===== config.mk =====
export PLATFORM = sky130hd
export DESIGN_NAME = xlat_interlock
export DESIGN_NICKNAME = d
export VERILOG_FILES = /design/src/rtl/ilk_pkg.sv /design/src/rtl/ilk_gate.sv /design/src/rtl/ilk_arb.sv /design/src/rtl/ilk_word.sv /design/src/rtl/xlat_interlock.sv
export SDC_FILE = /design/constraint.sdc
export NUM_CORES = 1
export LEC_CHECK = 0
export BUFFER_PORTS_ARGS = -buffer_cell sky130_fd_sc_hd__buf_4
export CAP_MARGIN = 20
export CORE_MARGIN = 10
export CORE_UTILIZATION = 43
export DETAILED_ROUTE_END_ITERATION = 10
export GPL_ROUTABILITY_DRIVEN = 0
export PLACE_DENSITY_LB_ADDON = 0.08
export REMOVE_ABC_BUFFERS = 1
export SLEW_MARGIN = 0
export SYNTH_ARGS = -nofsm -noshare
export SYNTH_HDL_FRONTEND = slang
export SYNTH_HIERARCHICAL = 1
export SYNTH_SLANG_ARGS = --single-unit

===== constraint.sdc =====
create_clock -name clk_i -period 3.3 [get_ports clk_i]
set_clock_uncertainty 0.2 [all_clocks]
set_input_delay 0.66 -clock clk_i [delete_from_list [all_inputs] [get_ports clk_i]]
set_output_delay 0.66 -clock clk_i [all_outputs]
set_load 0.01 [all_outputs]

===== src/rtl/ilk_pkg.sv =====
package ilk_pkg;
  typedef enum logic {
    ILK_SIMPLE = 1'b0,
    ILK_SHARED = 1'b1
  } ilk_mode_e;

  typedef struct packed {
    logic acq;
    logic rel;
  } ilk_op_t;
endpackage


===== src/rtl/ilk_gate.sv =====
module ilk_gate
  import ilk_pkg::*;
(
  input  ilk_mode_e mode_i,
  input  logic      excl_i,
  input  logic      cnt_zero_i,
  input  logic      cnt_max_i,
  output logic      acq_ok_o
);
  logic mode_ok;

  always_comb begin
    unique case (mode_i)
      ILK_SHARED: mode_ok = !excl_i;
      default:    mode_ok = !cnt_zero_i || !excl_i; // only the first acquire waits
    endcase
  end

  assign acq_ok_o = mode_ok && !cnt_max_i;
endmodule


===== src/rtl/ilk_arb.sv =====
module ilk_arb
  import ilk_pkg::*;
#(
  parameter int N_REQ = 4
) (
  input  logic [N_REQ-1:0] acq_req_i,
  input  logic [N_REQ-1:0] rel_req_i,
  input  logic             acq_ok_i,
  output logic [N_REQ-1:0] acq_gnt_o,
  output logic [N_REQ-1:0] rel_gnt_o,
  output ilk_op_t          op_o
);
  logic [N_REQ-1:0] elig;
  logic [N_REQ:0]   taken;

  assign taken[0] = 1'b0;

  for (genvar gi = 0; gi < N_REQ; gi++) begin : g_slot
    assign elig[gi]      = rel_req_i[gi] | (acq_req_i[gi] & acq_ok_i);
    assign rel_gnt_o[gi] = !taken[gi] & rel_req_i[gi];
    assign acq_gnt_o[gi] = !taken[gi] & !rel_req_i[gi] & acq_req_i[gi] & acq_ok_i;
    assign taken[gi+1]   = taken[gi] | elig[gi];
  end

  assign op_o.acq = |acq_gnt_o;
  assign op_o.rel = |rel_gnt_o;
endmodule


===== src/rtl/ilk_word.sv =====
module ilk_word
  import ilk_pkg::*;
#(
  parameter int CNT_W = 8
) (
  input  logic             clk_i,
  input  logic             rst_ni,
  input  ilk_op_t          op_i,
  output logic             lock_o,
  output logic [CNT_W-1:0] cnt_o,
  output logic             cnt_zero_o,
  output logic             cnt_max_o,
  output logic             wake_o,
  output logic             underflow_o
);
  localparam logic [CNT_W-1:0] CNT_MAX = {CNT_W{1'b1}};
  localparam logic [CNT_W-1:0] CNT_ONE = CNT_W'(1);

  logic             lock_q, lock_d;
  logic [CNT_W-1:0] cnt_q, cnt_d;
  logic             wake_q, wake_d;
  logic             uf_q, uf_d;

  // single read-modify-write of the word per cycle
  always_comb begin
    lock_d = lock_q;
    cnt_d  = cnt_q;
    wake_d = 1'b0;
    uf_d   = uf_q;
    if (op_i.rel) begin
      if (cnt_q == '0) begin
        uf_d = 1'b1;
      end else begin
        cnt_d = cnt_q - CNT_ONE;
        if (cnt_q == CNT_ONE) begin
          lock_d = 1'b0;
          wake_d = 1'b1;
        end
      end
    end else if (op_i.acq && cnt_q != CNT_MAX) begin
      cnt_d  = cnt_q + CNT_ONE;
      lock_d = 1'b1;
    end
  end

  always_ff @(posedge clk_i or negedge rst_ni) begin
    if (!rst_ni) begin
      lock_q <= 1'b0;
      cnt_q  <= '0;
      wake_q <= 1'b0;
      uf_q   <= 1'b0;
    end else begin
      lock_q <= lock_d;
      cnt_q  <= cnt_d;
      wake_q <= wake_d;
      uf_q   <= uf_d;
    end
  end

  assign lock_o      = lock_q;
  assign cnt_o       = cnt_q;
  assign cnt_zero_o  = (cnt_q == '0);
  assign cnt_max_o   = (cnt_q == CNT_MAX);
  assign wake_o      = wake_q;
  assign underflow_o = uf_q;
endmodule


===== src/rtl/xlat_interlock.sv =====
module xlat_interlock
  import ilk_pkg::*;
#(
  parameter int N_REQ = 4,
  parameter int CNT_W = 8
) (
  input  logic             clk_i,
  input  logic             rst_ni,
  input  logic             shared_mode_i,
  input  logic             excl_i,
  input  logic [N_REQ-1:0] acq_req_i,
  input  logic [N_REQ-1:0] rel_req_i,
  output logic [N_REQ-1:0] acq_gnt_o,
  output logic [N_REQ-1:0] rel_gnt_o,
  output logic             lock_o,
  output logic             held_o,
  output logic [CNT_W-1:0] holder_cnt_o,
  output logic             wake_o,
  output logic             underflow_o
);
  ilk_mode_e mode;
  ilk_op_t   op;
  logic      acq_ok;
  logic      cnt_zero;
  logic      cnt_max;

  assign mode = shared_mode_i ? ILK_SHARED : ILK_SIMPLE;

  ilk_gate u_gate (
    .mode_i     (mode),
    .excl_i     (excl_i),
    .cnt_zero_i (cnt_zero),
    .cnt_max_i  (cnt_max),
    .acq_ok_o   (acq_ok)
  );

  ilk_arb #(.N_REQ(N_REQ)) u_arb (
    .acq_req_i (acq_req_i),
    .rel_req_i (rel_req_i),
    .acq_ok_i  (acq_ok),
    .acq_gnt_o (acq_gnt_o),
    .rel_gnt_o (rel_gnt_o),
    .op_o      (op)
  );

  ilk_word #(.CNT_W(CNT_W)) u_word (
    .clk_i       (clk_i),
    .rst_ni      (rst_ni),
    .op_i        (op),
    .lock_o      (lock_o),
    .cnt_o       (holder_cnt_o),
    .cnt_zero_o  (cnt_zero),
    .cnt_max_o   (cnt_max),
    .wake_o      (wake_o),
    .underflow_o (underflow_o)
  );

  assign held_o = !cnt_zero;
endmodule


==> qor.txt <==
Worst VDD drop -> 0.000562 V
Crit. path cell count -> 10
sw frac -> 40.6%
Setup Crit Path Kind -> reg -> out
final worst-path setup slack -> -0.104 ns
Ports -> 32
Post-Synthesis Cell Area -> 846 µm²
P_int -> 0.000560 W
Clock Sinks -> 11
RSZ-0062 raised after global routing -> yes
Syn Area/Cell -> 8.81 µm²
Primary FF master, synth -> dfrtp_1
failing checks -> negative setup slack
Pwr Total -> 0.000942 W
worst reg2reg path depth -> 14
full die area -> 4140 µm²
Clock Power Share -> 9.6%
GR Util All Layers -> 11.7%
Critical-path top delay cell -> or4b_4
Setup crit start kind -> register
Power Density -> 719 nW/µm²
GR Overflow Total -> 0
fraction of registers with async set/reset -> 100%
TNS Setup -> -0.183 ns
largest net degree at the start of global routing -> 12
post-place setup slack -> 0.0334 ns
combinational fraction of design power -> 65.8%
Crit Path Max Fanout -> 2
# DRC -> 0
DR pass1 iterations -> 4
Synth top cells by count -> 11 x dfrtp_1, 11 x nor2_1, 9 x inv_1, 6 x a21oi_1, 6 x xor2_1
Max Clk Rate -> 294 MHz
Cells after Synth -> 96
CTS tree -> done
post-detail-place hpwl -> 1940 µm
worst hold path type -> in -> async
Critical Path, Cell by Cell -> inv_2 -> ha_4 -> or4b_4 -> nor2_4 -> o21a_1 -> nor2_2 -> or4b_4 -> or3_4 -> nor4b_4 -> buf_4
#FFs+latches synth -> 11
wire per inst -> 14.5 µm
Via-to-Cell Ratio -> 5.05
synth warn -> 6
Setup crit end kind -> primary output
first-pass GRT wire length -> 4080 µm
Syn-to-layout area delta -> 54.9%
share of power burned in registers -> 24.5%
crit-path most repeated cell -> or4b_4
core area -> 1800 µm²
port bufs -> 31
routed wire length -> 2490 µm
Layout Nets -> 164
initial core utilization -> 46.9%
max_slew headroom -> 69.3%
Synth area leaders -> dfrtp_1 33%, xor2_1 6.2%, ha_1 5.9%, nor2_1 4.9%, inv_1 4.0%
Max H-tree Level -> 1
num rows -> 15
Critical Path RT -> 2.44 ns
clock-pin slew on the worst setup and hold paths -> 0.07 ns
Post-synth EDFFs -> 0
minimum clock period -> 3.40 ns
number of global-route vias before repair -> 904
Hold Violations, Final -> 0
CP bufs+invs -> 2
Diodes inserted -> 0
Netlist cell types -> 39
status -> finished with violations
max-cap violations -> 0
CTS Buffer Depth -> 2
slowest cell delay on critical path -> 0.46 ns
Tcrit/Tclk final -> 103%
Slew Viols, Final -> 0
CP arrival -> 2.54 ns
die width -> 64.4 µm
Skew-Pair Late Insertion Delay -> 0.26 ns
NetSw -> 0.000382 W
1st-iter DRT viols -> 21
post-route ant nets -> 0
Root Buffer -> clkbuf_4
Yosys top cell by area -> dfrtp_1
initial antenna violation count -> 0
delay-heaviest family, CP -> simple AND/OR/NAND/NOR gates
Setup Viol. Count Final -> 2
leakage power -> 0.662 nW
final instance area -> 1310 µm²
Worst-Margin Slew -> 0.454 ns
Synth top area share -> 32.5%
share of layout cells above drive strength 1 -> 46.9%
via count -> 869
sequential fraction of the synthesis area -> 32.5%
DIE HEIGHT -> 64.4 µm
Post-Place Cell Area -> 1190 µm²
CTS Buf Count -> 3
stage by stage:
step,std cells,util [%],hold slack [ns]
detailed placement,162,65.9,0.250
floorplan,92,-,0.164
global placement,162,65.9,0.250
finish,172,72.7,0.0216
CTS,169,69.7,0.0170
global route,172,72.7,0.0111
cells in the final DEF, fill, tap and decap left out, drive strengths merged, types with 3 or more instances in the layout:
cell type	netlist	routed
dfrtp	11	11
nor2	11	11
nand3	5	5
o21ai	4	4
ha	4	4
xor2	6	6
clkbuf	1	4
a21oi	6	6
buf	3	51
nand2	6	6
inv	9	9
a22oi	3	3
state kept, by name, summed over array words and instances, names as in the netlist:
signal,count
u_word/lock_o,1
u_word/underflow_o,1
u_word/wake_o,1
u_word/cnt_o,8
layer usage:
metal  wire length (µm)  vias to the layer above  GRT usage [%]
met2               1290                       20           21.4
met4                  0                        0           1.87
met3                172                        0           4.18
met1               1030                      409           12.6
li1                   -                      440              -
met5                  0                        -              0
cells by family after synthesis:
family                     Yosys count  share of synthesized area (%)
AOI/OAI and AO/OA                   19                           15.8
xor gates and xnor gates             8                           8.28
adders and majority gates            4                           5.92
buffers and inverters               13                           7.25
DFF                                 11                           32.5
muxes                                2                           2.37
and+or+nand+nor                     39                           27.8
power groups by stage:
stage	logic, W	clock network [W]	registers [W]
floorplan	0.000190	0	0.000307
global placement	0.000540	0	0.000230
detailed placement	0.000555	0	0.000232
CTS	0.000589	0.0000962	0.000231
global route	0.000685	0.000102	0.000238
finish	0.000620	0.0000907	0.000231
what timing repair did:
item,in CTS,in global routing
gates resized for setup,6,7
buffers inserted,3,3
setup endpoints to repair,3,10
pin swaps,4,4
hold endpoints to repair,0,0
hold buffers,0,0
cloned,0,0
final cells by class:
class                      instances  area [µm²]
clock buffer                       4        26.3
fill                             150         492
inverter                           9        33.8
multi-input combinational         72         557
sequential                        11         275
tap                               25        31.3
timing repair buffer              51         387
final timing paths:
path / startpoint / endpoint / slack [ns]
worst max-delay path: u_word/cnt_o[1]$_DFFE_PN0P_ / acq_gnt_o[3] / -0.10
max in group asynchronous: rst_ni / u_word/cnt_o[7]$_DFFE_PN0P_ / 2.72
worst min register to register: u_word/underflow_o$_DFFE_PN0P_ / u_word/underflow_o$_DFFE_PN0P_ / 0.26
min in group clk_i: u_word/underflow_o$_DFFE_PN0P_ / u_word/underflow_o$_DFFE_PN0P_ / 0.26
worst max register to register: u_word/cnt_o[0]$_DFFE_PN0P_ / u_word/lock_o$_DFFE_PN0P_ / 0.15
worst min-delay path: rst_ni / u_word/cnt_o[4]$_DFFE_PN0P_ / 0.02
Note: power is estimated with default switching activity, not from simulation.
